## config.mk

```make
export PLATFORM = sky130hd
export DESIGN_NAME = turnMsgRx
export DESIGN_NICKNAME = d
export VERILOG_FILES = /design/src/rtl/turnMsgPkg.sv /design/src/rtl/turnMsgCtrl.sv /design/src/rtl/turnMsgData.sv /design/src/rtl/turnMsgRx.sv
export SDC_FILE = /design/constraint.sdc
export NUM_CORES = 1
export LEC_CHECK = 0
export ABC_AREA = 1
export BUFFER_PORTS_ARGS = -buffer_cell sky130_fd_sc_hd__buf_2
export CAP_MARGIN = 20
export CORE_UTILIZATION = 30
export DETAILED_ROUTE_END_ITERATION = 8
export RECOVER_POWER = 100
export SYNTH_ARGS = -nofsm -noshare
export SYNTH_HDL_FRONTEND = slang
export SYNTH_SLANG_ARGS = --single-unit
```

## constraint.sdc

```tcl
create_clock -name clk -period 1.2 [get_ports clk]
set_input_delay 0.24 -clock clk [delete_from_list [all_inputs] [get_ports clk]]
set_output_delay 0.24 -clock clk [all_outputs]
set_load 0.02 [all_outputs]
```

## src/rtl/turnMsgPkg.sv

```systemverilog
package turnMsgPkg;
  localparam int MSG_BYTES  = 32;
  localparam int IDX_W      = $clog2(MSG_BYTES);
  localparam int TURN_FIRST = 21;
  localparam int TRIG_IDX   = 21;
  localparam int DEV_FIRST  = 22;
  localparam int DEV_COUNT  = MSG_BYTES - DEV_FIRST;
  localparam int EOM_IDX    = MSG_BYTES - 1;
  localparam int TIME_FIRST = 9;
  localparam int TIME_BYTES = 8;

  typedef struct packed {
    logic             wrEn;
    logic [IDX_W-1:0] wrIdx;
    logic             commit;
    logic             clearTurn;
    logic             pulseArm;
  } ctrlStrobes_t;
endpackage

```

## src/rtl/turnMsgCtrl.sv

```systemverilog
module turnMsgCtrl
  import turnMsgPkg::*;
#(
  parameter int ADDR_W = 8
) (
  input  logic              clk,
  input  logic              rstN,
  input  logic              byteValid,
  input  logic [ADDR_W-1:0] byteAddr,
  input  logic              turnTick,
  input  logic              hostIrqClr,
  output ctrlStrobes_t      strobes,
  output logic              irq
);
  logic inRange;
  logic eomSeen;
  logic tickQ;

  assign inRange = byteAddr < ADDR_W'(MSG_BYTES);
  assign eomSeen = byteValid && (byteAddr == ADDR_W'(EOM_IDX));

  always_comb begin
    strobes.wrEn      = byteValid && inRange;
    strobes.wrIdx     = byteAddr[IDX_W-1:0];
    strobes.commit    = turnTick;
    strobes.clearTurn = turnTick;
    strobes.pulseArm  = tickQ;
  end

  always_ff @(posedge clk or negedge rstN) begin
    if (!rstN) begin
      tickQ <= 1'b0;
      irq   <= 1'b0;
    end else begin
      tickQ <= turnTick;
      if (eomSeen)         irq <= 1'b1;
      else if (hostIrqClr) irq <= 1'b0;
    end
  end
endmodule

```

## src/rtl/turnMsgData.sv

```systemverilog
module turnMsgData
  import turnMsgPkg::*;
(
  input  logic                   clk,
  input  logic                   rstN,
  input  ctrlStrobes_t           strobes,
  input  logic [7:0]             byteData,
  input  logic [IDX_W-1:0]       hostRdAddr,
  output logic [7:0]             hostRdData,
  output logic [7:0]             machineMode,
  output logic [7:0]             beamType,
  output logic [15:0]            beamEnergy,
  output logic [15:0]            bunchCurrent,
  output logic [15:0]            bunchCount,
  output logic [7:0]             nextBatch,
  output logic [8*TIME_BYTES-1:0] absTime,
  output logic [15:0]            lastEvent,
  output logic [15:0]            eventMask,
  output logic [8*DEV_COUNT-1:0] devCmd,
  output logic [7:0]             trigPulse
);
  logic [7:0] shadowMem [MSG_BYTES];
  logic [7:0] visMem    [MSG_BYTES];

  // shadow buffer: a write wins over the per-turn clear
  always_ff @(posedge clk or negedge rstN) begin
    if (!rstN) begin
      for (int i = 0; i < MSG_BYTES; i++) shadowMem[i] <= '0;
    end else begin
      for (int i = 0; i < MSG_BYTES; i++) begin
        if (strobes.wrEn && strobes.wrIdx == IDX_W'(i))
          shadowMem[i] <= byteData;
        else if (strobes.clearTurn && i >= TURN_FIRST)
          shadowMem[i] <= '0;
      end
    end
  end

  // visible file, copied whole on the tick
  always_ff @(posedge clk or negedge rstN) begin
    if (!rstN) begin
      for (int i = 0; i < MSG_BYTES; i++) visMem[i] <= '0;
    end else if (strobes.commit) begin
      for (int i = 0; i < MSG_BYTES; i++) visMem[i] <= shadowMem[i];
    end
  end

  always_ff @(posedge clk or negedge rstN) begin
    if (!rstN) begin
      hostRdData <= '0;
      trigPulse  <= '0;
    end else begin
      hostRdData <= visMem[hostRdAddr];
      trigPulse  <= strobes.pulseArm ? visMem[TRIG_IDX] : 8'h00;
    end
  end

  assign machineMode  = visMem[0];
  assign beamType     = visMem[1];
  assign beamEnergy   = {visMem[2], visMem[3]};
  assign bunchCurrent = {visMem[4], visMem[5]};
  assign bunchCount   = {visMem[6], visMem[7]};
  assign nextBatch    = visMem[8];
  assign lastEvent    = {visMem[17], visMem[18]};
  assign eventMask    = {visMem[19], visMem[20]};

  for (genvar g = 0; g < TIME_BYTES; g++) begin : gTime
    assign absTime[8*(TIME_BYTES-g)-1 -: 8] = visMem[TIME_FIRST+g];
  end

  for (genvar g = 0; g < DEV_COUNT; g++) begin : gDev
    assign devCmd[8*(DEV_COUNT-g)-1 -: 8] = visMem[DEV_FIRST+g];
  end
endmodule

```

## src/rtl/turnMsgRx.sv

```systemverilog
module turnMsgRx
  import turnMsgPkg::*;
#(
  parameter int ADDR_W = 8
) (
  input  logic              clk,
  input  logic              rstN,
  input  logic              byteValid,
  input  logic [ADDR_W-1:0] byteAddr,
  input  logic [7:0]        byteData,
  input  logic              turnTick,
  input  logic              hostIrqClr,
  input  logic [4:0]        hostRdAddr,
  output logic [7:0]        hostRdData,
  output logic              irq,
  output logic [7:0]        machineMode,
  output logic [7:0]        beamType,
  output logic [15:0]       beamEnergy,
  output logic [15:0]       bunchCurrent,
  output logic [15:0]       bunchCount,
  output logic [7:0]        nextBatch,
  output logic [63:0]       absTime,
  output logic [15:0]       lastEvent,
  output logic [15:0]       eventMask,
  output logic [79:0]       devCmd,
  output logic [7:0]        trigPulse
);
  ctrlStrobes_t strobes;

  turnMsgCtrl #(.ADDR_W(ADDR_W)) uCtrl (
    .clk(clk), .rstN(rstN), .byteValid(byteValid), .byteAddr(byteAddr),
    .turnTick(turnTick), .hostIrqClr(hostIrqClr), .strobes(strobes), .irq(irq)
  );

  turnMsgData uData (
    .clk(clk), .rstN(rstN), .strobes(strobes), .byteData(byteData),
    .hostRdAddr(hostRdAddr), .hostRdData(hostRdData),
    .machineMode(machineMode), .beamType(beamType), .beamEnergy(beamEnergy),
    .bunchCurrent(bunchCurrent), .bunchCount(bunchCount), .nextBatch(nextBatch),
    .absTime(absTime), .lastEvent(lastEvent), .eventMask(eventMask),
    .devCmd(devCmd), .trigPulse(trigPulse)
  );
endmodule

```

==> results.json <==
{
  "outcome": "finished, violations left",
  "violations": "negative setup slack",
  "setup_viol": 637,
  "grt_max_degree": 80,
  "period_share": 1.29,
  "final_cell_mix": "nand2_1, dfrtp_1, buf_6",
  "drt_iter0_drc": 2024,
  "grt_pass1_vias": 20800,
  "antenna_left": 0,
  "vias_per_cell": 4.72,
  "layout_commonest_cell": "nand2_1",
  "wl_um": 88600,
  "hold_viol": 0,
  "yosysWarnings": 0,
  "finalWeightedCongestion": 0.873,
  "io_buffers": 290,
  "numCtsBuffers": 58,
  "cp.required_ns": 0.96,
  "clockBufferDepth": 3,
  "relSlewSlack": 0.417,
  "clkSinkCount": 530,
  "dr.pass1.iters": 6,
  "antenna_found_initial": 7,
  "final_cells": 4551,
  "leakage_nw": 18.2,
  "wl_per_cell_um": 19.5,
  "coreArea_um2": 79000,
  "hp-start": "byteData[0]",
  "ys_ff_latch": 530,
  "syn_nets": 2912,
  "tritoncts": "built",
  "postSynthAreaPerCell_um2": 8.30,
  "tns_ns": -99.59,
  "peakVddDrop_mv": 1.21,
  "dieWidth_um": 285,
  "layout_setup_ws_ns": -0.346,
  "clk_latency_ns": 0.62,
  "crit_arrival_ns": 1.31,
  "critPathKind": "flop to primary output",
  "start_util": 0.303,
  "dp_hpwl_um": 59700,
  "fin_crit_ns": 1.55,
  "r2r-end": "uData.hostRdData[4]$_DFF_PN0_",
  "nets": 3477,
  "clkTransAtPathRegs_ns": 0.06,
  "area_growth_pct": 48.7,
  "start_kind": "flop",
  "hold_slack_ns": 0.0530,
  "pre_cts_ws_ns": -0.469,
  "rsz0062_at_grt": "true",
  "die_h_um": 285,
  "die-area_um2": 81000,
  "vias": 21500,
  "r2r_slack_ns": -0.13,
  "pin_count": 291,
  "yosysUniqueCellTypes": 19,
  "drcViolationCount": 0,
  "grt_pass1_wl_um": 131000,
  "rows": 103,
  "yosysSeqAreaShare": 0.554,
  "stdcell_area_um2": 35600,
  "netlist_area_um2": 24000,
  "hp-class": "input port to flop",
  "postPlaceCellArea_um2": 28200,
  "reg2regPathDepth": 10,
  "crit_end": "bunchCurrent[12]",
  "crit_fanout": 2,
  "p_per_area_nw_per_um2": 1240,
  "cts_max_level": 2,
  "synthCells": 2886,
  "endpoint_kind": "primary output",
  "drive_above_1_share": 0.383,
  "globalRouteTotalUtil": 0.213,
  "cts_root_buf": "clkbuf_16",
  "critPathLaunch": "uData.bunchCurrent[12]$_DFFE_PN0P_",
  "grt_overflow": 0,
  "fin_skew_ns": 0.0168,
  "placed_cells": 4195,
  "tightest_slew_ns": 0.874,
  "fmax_mhz": 647,
  "timing.rr.start": "uData.bunchCurrent[12]$_DFFE_PN0P_",
  "drv_cap": 0,
  "drv_slew": 0
}
==> synth_stat cells <==
library cell,count,share of area
buf_1,21,0.0033
nand3_2,1,0.00042
nand2_1,1188,0.19
o21ai_0,259,0.054
a21oi_1,7,0.0015
inv_2,7,0.0011
nand3_1,285,0.060
nor2_2,6,0.0016
clkbuf_1,122,0.019
nand4_2,2,0.0010
nand2_2,4,0.0010
nor2_1,21,0.0033
dfrtp_1,530,0.55
or2_1,1,0.00026
inv_1,89,0.014
nor3_4,5,0.0034
buf_2,34,0.0071
o21ai_1,56,0.012
buf_4,248,0.078
==> worst max-delay path, cell delays in order (launching register included) <==
cell     delay [ns]
dfrtp_1        0.42
buf_6          0.14
buf_6          0.12
==> cell type report <==
| class | count | area (um2) |
|---|---|---|
| clock buffers | 82 | 1660 |
| diodes | 2 | 5.00 |
| inverters | 96 | 373 |
| repair buffers | 930 | 9540 |
| fillers | 7393 | 43400 |
| multi-input cells | 1835 | 9160 |
| clock inverters | 26 | 273 |
| flip-flops and latches | 530 | 13300 |
| well taps | 1050 | 1310 |
==> layer usage <==
layer / vias to the layer above / wire [um] / global-route usage
met5: - / 53 / 0
met4: 8 / 2930 / 0.0699
met3: 149 / 5470 / 0.0339
met2: 750 / 41700 / 0.341
met1: 10500 / 38400 / 0.294
li1: 10000 / - / -
==> cells by family (layout without fill, tap and decap cells) <==
logic type      after synthesis  after routing  share of synthesized area
simple gates               1513           1513                      0.257
flops                       530            530                      0.554
buf+inv                     521           1134                      0.122
compound gates              322            322                     0.0673
other cells                   0              2                          0
==> stage by stage <==
step           total power [mW]  utilization
6_report                   44.1        0.451
5_1_grt                    45.6        0.451
4_1_cts                    44.0        0.436
3_5_place_dp               24.4        0.357
3_3_place_gp               24.3        0.357
2_1_floorplan              21.9            -
==> how the worst min path moves through the flow <==
stage | to | slack [ns] | depth (start not counted)
final | uData.shadowMem[120]$_DFFE_PN0P_ | 0.05 | 4
after global routing | uData.shadowMem[249]$_DFFE_PN0P_ | 0.04 | 4
after CTS | uData.shadowMem[238]$_DFFE_PN0P_ | 0.02 | 4
after detailed placement | uData.devCmd[36]$_DFFE_PN0P_ | 0.21 | 2
after global placement | uData.devCmd[44]$_DFFE_PN0P_ | 0.21 | 2
after floorplan | uCtrl.irq$_DFFE_PN0P_ | -0.06 | 0
==> report_power, final <==
group          internal (mW)  switching [mW]  total [mW]  leakage, nW
registers               18.6           0.525        19.1         6.81
logic                   2.88            3.73        6.62         10.4
clock network           10.5            7.74        18.3        0.958
total                   32.1            12.0        44.1         18.2
==> state kept, by name (all words and copies together), names as in the netlist <==
name,flops
uData.shadowMem,256
uData.devCmd,80
uData.absTime,64
uData.beamEnergy,16
uData.bunchCount,16
uData.bunchCurrent,16
uData.eventMask,16
uData.lastEvent,16
uData.beamType,8
uData.hostRdData,8
uData.machineMode,8
uData.nextBatch,8
uData.trigPulse,8
uData.visMem,8
uCtrl.irq,1
uCtrl.tickQ,1
==> timing repair <==
action | 4_1_cts | 5_1_grt
pin swaps | 38 | 122
hold buffers | 4 | 0
hold endpoints to repair | 541 | 0
cloned | 0 | 0
buffers inserted | 229 | 93
resized for setup | 834 | 259
setup endpoints to repair | 271 | 273
Note: power is estimated with default switching activity, not from simulation.
